## src/rtl/sap_pkg.sv

```systemverilog
package sap_pkg;
    localparam int SMP_W = 16;
    localparam int VOL_W = 8;
    localparam int LANES = 2;
    localparam int FRAME_BITS = 2 * SMP_W;

    typedef struct packed {
        logic signed [SMP_W-1:0] left;
        logic signed [SMP_W-1:0] right;
    } stereo_t;

    // floor(s * (v + 1) / 2^VOL_W), zero when v is zero
    function automatic logic signed [SMP_W-1:0] apply_gain(
        input logic signed [SMP_W-1:0] s,
        input logic [VOL_W-1:0]        v
    );
        logic signed [VOL_W+1:0]       g;
        logic signed [SMP_W+VOL_W+1:0] prod;
        if (v == '0) return '0;
        g    = {2'b00, v} + 1'b1;
        prod = s * g;
        return prod[SMP_W+VOL_W-1:VOL_W];
    endfunction
endpackage

```

## src/rtl/sap_frame_timer.sv

```systemverilog
module sap_frame_timer #(
    parameter int FRAME_BITS = sap_pkg::FRAME_BITS
) (
    input  logic clk,
    input  logic rst,
    input  logic sync,
    output logic last,
    output logic valid
);
    localparam int CW = $clog2(FRAME_BITS);

    logic [CW-1:0] cnt;
    logic [CW-1:0] idx;

    always_comb begin
        idx  = sync ? '0 : cnt;
        last = (idx == CW'(FRAME_BITS - 1));
    end

    always_ff @(posedge clk) begin
        if (rst) begin
            cnt   <= '0;
            valid <= 1'b0;
        end else begin
            cnt   <= last ? '0 : idx + 1'b1;
            valid <= last;
        end
    end
endmodule

```

## src/rtl/sap_deser_lane.sv

```systemverilog
module sap_deser_lane
    import sap_pkg::*;
#(
    parameter int FRAME_BITS = sap_pkg::FRAME_BITS
) (
    input  logic    clk,
    input  logic    rst,
    input  logic    sync,
    input  logic    last,
    input  logic    bit_in,
    output stereo_t word
);
    logic [FRAME_BITS-1:0] sh;
    logic [FRAME_BITS-1:0] sh_n;

    always_comb begin
        if (sync) sh_n = {{(FRAME_BITS-1){1'b0}}, bit_in};
        else      sh_n = {sh[FRAME_BITS-2:0], bit_in};
    end

    always_ff @(posedge clk) begin
        if (rst) begin
            sh   <= '0;
            word <= '0;
        end else begin
            sh <= sh_n;
            if (last) word <= stereo_t'(sh_n);
        end
    end
endmodule

```

## src/rtl/sap_ser_lane.sv

```systemverilog
module sap_ser_lane
    import sap_pkg::*;
#(
    parameter int FRAME_BITS = sap_pkg::FRAME_BITS
) (
    input  logic             clk,
    input  logic             rst,
    input  logic             last,
    input  logic [VOL_W-1:0] vol,
    input  stereo_t          res,
    output logic             bit_out
);
    logic [FRAME_BITS-1:0] sh;
    stereo_t               scaled;

    always_comb begin
        scaled.left  = apply_gain(res.left, vol);
        scaled.right = apply_gain(res.right, vol);
    end

    always_ff @(posedge clk) begin
        if (rst)       sh <= '0;
        else if (last) sh <= scaled;
        else           sh <= {sh[FRAME_BITS-2:0], 1'b0};
    end

    assign bit_out = sh[FRAME_BITS-1];
endmodule

```

## src/rtl/stereo_serial_port.sv

```systemverilog
module stereo_serial_port
    import sap_pkg::*;
#(
    parameter int LN = sap_pkg::LANES,
    parameter int FB = sap_pkg::FRAME_BITS
) (
    input  logic                    clk,
    input  logic                    rst,
    input  logic                    sync,
    input  logic [LN-1:0]           ser_in,
    input  logic [VOL_W-1:0]        volume,
    input  logic signed [SMP_W-1:0] res_l0,
    input  logic signed [SMP_W-1:0] res_r0,
    input  logic signed [SMP_W-1:0] res_l1,
    input  logic signed [SMP_W-1:0] res_r1,
    output logic [LN-1:0]           ser_out,
    output logic                    smp_valid,
    output logic signed [SMP_W-1:0] in_l0,
    output logic signed [SMP_W-1:0] in_r0,
    output logic signed [SMP_W-1:0] in_l1,
    output logic signed [SMP_W-1:0] in_r1
);
    logic             frame_last;
    logic [VOL_W-1:0] vol_q;
    stereo_t          cap   [LN];
    stereo_t          res_v [LN];

    always_comb begin
        res_v[0] = '{left: res_l0, right: res_r0};
        res_v[1] = '{left: res_l1, right: res_r1};
    end

    always_ff @(posedge clk) begin
        if (rst) vol_q <= '0;
        else     vol_q <= volume;
    end

    sap_frame_timer #(.FRAME_BITS(FB)) i_timer (
        .clk   (clk),
        .rst   (rst),
        .sync  (sync),
        .last  (frame_last),
        .valid (smp_valid)
    );

    for (genvar k = 0; k < LN; k++) begin : g_lane
        sap_deser_lane #(.FRAME_BITS(FB)) i_rx (
            .clk    (clk),
            .rst    (rst),
            .sync   (sync),
            .last   (frame_last),
            .bit_in (ser_in[k]),
            .word   (cap[k])
        );
        sap_ser_lane #(.FRAME_BITS(FB)) i_tx (
            .clk     (clk),
            .rst     (rst),
            .last    (frame_last),
            .vol     (vol_q),
            .res     (res_v[k]),
            .bit_out (ser_out[k])
        );
    end

    assign in_l0 = cap[0].left;
    assign in_r0 = cap[0].right;
    assign in_l1 = cap[1].left;
    assign in_r1 = cap[1].right;
endmodule

```

## config.mk

```make
export PLATFORM = sky130hd
export DESIGN_NAME = stereo_serial_port
export DESIGN_NICKNAME = d
export VERILOG_FILES = /design/src/rtl/sap_pkg.sv /design/src/rtl/sap_frame_timer.sv /design/src/rtl/sap_deser_lane.sv /design/src/rtl/sap_ser_lane.sv /design/src/rtl/stereo_serial_port.sv
export SDC_FILE = /design/constraint.sdc
export NUM_CORES = 1
export LEC_CHECK = 0
export ABC_CLOCK_PERIOD_IN_PS = 10400
export BUFFER_PORTS_ARGS = -buffer_cell sky130_fd_sc_hd__buf_2
export CORE_MARGIN = 4
export CORE_UTILIZATION = 55
export CTS_BUF_LIST = sky130_fd_sc_hd__clkbuf_2 sky130_fd_sc_hd__clkbuf_4 sky130_fd_sc_hd__clkbuf_8
export CTS_CLUSTER_SIZE = 20
export DETAILED_ROUTE_END_ITERATION = 7
export PLACE_DENSITY = 0.73
export SLEW_MARGIN = 40
export SYNTH_ARGS = -nofsm -noshare
export SYNTH_HDL_FRONTEND = slang
export SYNTH_SLANG_ARGS = --single-unit
export TNS_END_PERCENT = 30
```

## constraint.sdc

```tcl
create_clock -name clk -period 10.4 [get_ports clk]
set_input_delay 1.04 -clock clk [delete_from_list [all_inputs] [get_ports clk]]
set_output_delay 1.04 -clock clk [all_outputs]
set_load 0.01 [all_outputs]
```

Word level (Yosys, flattened, before mapping)
Cells that the tools add are included.
W data, S select, Z words.

word-level totals
  bits of input ports = 77
  memories kept = 0
  latch bits = 0
  RAM bits = 0
  flip-flop bits (word level) = 204
  bits in read-only memories = 0

cells by class
  bitwise logic cells = 1
  muxes and demuxes = 11
  multipliers = 4
  magnitude comparators = 0
  div/mod/pow operators = 0
  $add $sub $neg = 2
  eq/ne operators = 1
  reduce and logical (&&, ||, !) cells = 3
  shift operators = 0

operator list
  operator               count
  $mux W32               4
  $mul A16 B10 Y24       4
  $mux W16               5
  $add A8 B1 Y9 const B  1
  $logic_not A8 Y1       1
  $add A5 B1 Y5 const B  1
  $eq A5 B5 Y1 const B   1
  $mux W5                1
  $reduce_or A2 Y1       2
  $mux W1                1
  $not A1 Y1             1

Logic depth before layout (Yosys ltp)
  depth after elaboration = 4
  gate-level depth with buffers = 26
  depth with buffers taken out = 23

Hierarchy
Synthesis repeated with hierarchy kept, for this count alone.

unflattened totals
  cells, all modules = 2829
  area total of the unflattened synthesis = 25851.0 um^2

modules (own cells, without submodules)
  module                         cells each  instances  area an instance (um^2)
  sap_ser_lane (g_lane[0].i_tx)  1198        1          10679.0
  sap_ser_lane (g_lane[1].i_tx)  1181        1          10572.6
  sap_deser_lane                 206         2          2070.7
  sap_frame_timer                22          1          247.7
  stereo_serial_port             16          1          210.2

Worst setup path before layout
OpenSTA, ideal clock, no wires.

  path kind = register to register
  start point = register vol_q[0]
  end point = register g_lane[1].i_tx.sh[31]
  arrival time = 6287 ps
  path buffers = 4
  cell stages (with the launch flop) = 25
  setup slack = 4051 ps
  library setup time = 62 ps
  cell sequence = dfxtp_1 -> inv_1 -> clkbuf_1 -> buf_1 -> ha_1 -> buf_6 -> clkbuf_1 -> nand2_1 -> fa_1 -> inv_1 -> fa_1 -> fa_1 -> fa_1 -> inv_1 -> fa_1 -> inv_1 -> ha_1 -> and3_1 -> a221o_1 -> a31oi_1 -> o21ai_0 -> nor3_1 -> o31ai_1 -> a2111o_1 -> nand3_1

on the way
  cells in the longest elaborated chain, start to end = 4
  elaborated cells between the ends (all ways) = 6
  those cells by class = 1 x add/sub; 1 x mul; 3 x mux; 1 x reduce/logical

RTL lines
  what                                                      line                          text
  start, declared                                           stereo_serial_port.sv:24      logic [VOL_W-1:0] vol_q;
  start signal, assigned                                    stereo_serial_port.sv:35      else vol_q <= volume;
  $add A8 B1 Y9 / $logic_not A8 Y1 (equally long branches)  sap_pkg.sv:20, sap_pkg.sv:19
  $mul A16 B10 Y24 / $mux W1 (equally long branches)        sap_pkg.sv:21, sap_pkg.sv:19
  $mux W16 (*)                                              sap_pkg.sv:20                 g = {2'b00, v} + 1'b1;
  $mux W32 (*)                                              sap_ser_lane.sv:23            else if (last) sh <= scaled;
  end signal, assigned                                      sap_ser_lane.sv:23
  end signal, assigned                                      sap_ser_lane.sv:24            else sh <= {sh[FRAME_BITS-2:0], 1'b0};
  end, declared                                             sap_ser_lane.sv:13            logic [FRAME_BITS-1:0] sh;

Mark *: on every way between the ends. The rest lies on a longest branch, timed or not.
A chain may end at the register's enable or synchronous reset.

Final worst setup path
Same ends and word-level chain as after synthesis.

==> impl_metrics.json <==
{
  "gp_congestion": 0.871,
  "grtUsageTotal_pct": 24.8,
  "power_density_mw_per_mm2": 159,
  "io_pins": 144,
  "tightest_slew_ns": 0.868,
  "grt_max_degree": 107,
  "cts_resized": 0,
  "die_area_mm2": 0.0505,
  "top_usage_layer": "met2",
  "yosys_warnings": 0,
  "synth_edf_count": 0,
  "dp_hpwl_mm": 44.8,
  "vias": 18936,
  "clk-insertion-delay-late_ns": 0.59,
  "clock-sinks": 204,
  "cts_root_buf": "clkbuf_8",
  "status": "completed",
  "cts_buffers": 37,
  "wl_mm": 59.8,
  "rsz0062_at_grt": "false",
  "nets": 3619,
  "num-fill-cells": 3965,
  "period_share_pct": 74.1,
  "grt_pass1_wl_mm": 103,
  "coreArea_mm2": 0.0465,
  "numPortBuffers": 143,
  "grt_antenna_before_repair": 8,
  "drv_cap": 0,
  "ir_worst_vdd_uv": 106,
  "syn-num-nets": 3555,
  "clk_pin_slew_worst_paths_ns": 0.07,
  "synthTopCellsByArea": "fa_1 (35%), dfxtp_1 (16%), ha_1 (9.9%)",
  "cts_max_level": 2,
  "clock_path_buffers": 3,
  "endpoint_kind": "flip-flop",
  "synth_top_area_share_pct": 35.3,
  "gr-usage-met3_pct": 4.88,
  "p_leak_uw": 0.0139,
  "finalSetupTns_ns": 0,
  "cts_setup_buffers": 0,
  "critical_path_class": "flip-flop to flip-flop",
  "async_reset_ff_share_pct": 0,
  "synth_common_cells": "inv_1 (520), fa_1 (456), nand2_1 (317)",
  "multi_input_area_mm2": 0.0194,
  "yosys_most_used_dff": "dfxtp_1",
  "dieWidth_um": 225,
  "vias_per_cell": 5.37,
  "fp.dieH_um": 225,
  "synth-seq-area-share_pct": 15.8,
  "final.setup.worst_slack_ns": 2.69,
  "slew_headroom_pct": 42.1,
  "place_ws_ns": 2.72,
  "cts_tree": "built",
  "start_util_pct": 55.6,
  "use_met2_pct": 43.3,
  "slew_violations": 0,
  "wire_per_inst_um": 17.0,
  "seq_area_mm2": 0.00409,
  "ant_nets": 0,
  "drc": 0,
  "crit_arrival_ns": 8.24,
  "final-setup-viol-count": 0,
  "syn_avg_cell_area_um2": 9.17,
  "cp.required_ns": 10.94,
  "area_delta_synth_final_pct": 8.02,
  "worst_setup_path_start_kind": "flip-flop",
  "synth_area_mm2": 0.0258,
  "met1_usage_pct": 31.3,
  "first_global_vias": 21014,
  "syn_inst": 2818,
  "synth.most_common_cell": "inv_1",
  "drt_first_pass_iters": 5,
  "ys_types": 63,
  "hold_viol": 0,
  "max_freq_mhz": 130,
  "fin_crit_ns": 7.71,
  "drive_above_1_share_pct": 8.66,
  "postCtsHoldBufs": 0,
  "hold_class": "flip-flop to flip-flop",
  "ys_ff_latch": 204,
  "synth_top_cell_by_area": "fa_1",
  "drtIter0Drc": 825,
  "overflow": 0,
  "fin_worst_skew_ns": 0.0266,
  "fp-row-count": 79,
  "fin_total_pwr_uw": 4450,
  "critPathMaxFanout": 51
}
==> cell families after synthesis <==
kind of cell	after synthesis	share of synthesized area, %
buf+inv	655	9.57
xor+xnor	89	3.02
fa+ha+maj	660	45.2
flops	204	15.8
compound gates	258	6.28
mux	2	0.0775
simple gates	950	20.0
==> area by class of cell <==
cell class | count | area share, %
Antenna cell | 8 | 0.0717
Multi-Input combinational cell | 1959 | 69.5
Timing Repair Buffer | 160 | 3.06
Sequential cell | 204 | 14.6
Inverter | 520 | 6.99
Clock inverter | 15 | 0.601
Clock buffer | 52 | 2.41
Tap cell | 607 | 2.72
==> path summary, 6_finish.rpt <==
kind                          from                    end  slack, ns  cells past startpoint
min          g_lane[0].i_tx.sh[18]  g_lane[0].i_tx.sh[19]       0.42                      2
max reg2reg               vol_q[0]  g_lane[1].i_tx.sh[31]       2.69                     21
max                       vol_q[0]  g_lane[1].i_tx.sh[31]       2.69                     21
min reg2reg  g_lane[0].i_tx.sh[18]  g_lane[0].i_tx.sh[19]       0.42                      2
==> report_power, final <==
part / internal [uW] / leakage (uW) / switching (uW) / total [uW]
clock network: 479 / 0.000440 / 379 / 858
logic: 1200 / 0.0118 / 1600 / 2800
registers: 785 / 0.00165 / 5.17 / 790
==> worst max-delay path, cell delays in order, from the launching register on <==
cell and delay (ns):
dfxtp_2 0.69, ha_1 0.41, nand3_1 0.16, xnor2_2 0.63, buf_4 0.61, and2_1 0.24, fa_1 0.43, fa_1 0.57
fa_1 0.44, fa_1 0.49, inv_1 0.05, fa_1 0.47, inv_1 0.04, ha_1 0.34, and3_1 0.24, a221o_1 0.35
a31oi_1 0.20, o21ai_0 0.16, nor3_1 0.40, o31ai_1 0.21, a2111o_1 0.43, nand3_1 0.06
==> sequential cells by signal, indices dropped and copies added (netlist names) <==
| name | count |
|---|---|
| g_lane.i_rx.sh | 62 |
| g_lane.i_rx.word | 64 |
| g_lane.i_tx.sh | 64 |
| i_timer.cnt | 5 |
| i_timer.valid | 1 |
| vol_q | 8 |
==> per-stage QoR <==
step	hold WS, ns	instances	cell area (um^2)	utilization [%]
after floorplan	0.401	2818	25800	-
after global placement	0.406	3450	27000	58.2
after detailed placement	0.415	3450	27000	58.2
after CTS	0.428	3517	27900	60.0
after global routing	0.434	3522	27900	60.1
final	0.418	3525	27900	60.1
==> cells in the final DEF (no fill, tap or decap), types with 45 or more instances in the layout <==
cell,n
a21oi_1,100
ha_1,202
xnor2_1,57
clkbuf_8,45
fa_1,456
nor3b_1,60
dfxtp_1,203
buf_2,142
nand2_1,317
nand2b_1,65
o21ai_0,60
and2_1,230
nor2b_1,103
nand3b_1,61
inv_1,520
==> routing by layer <==
layer  wire length [um]  part of all wire (%)
met5                 27                 0.045
met4               1880                   3.1
met3               3550                   5.9
met2              29800                    50
met1              24600                    41
(Power assumes the default switching activity.)
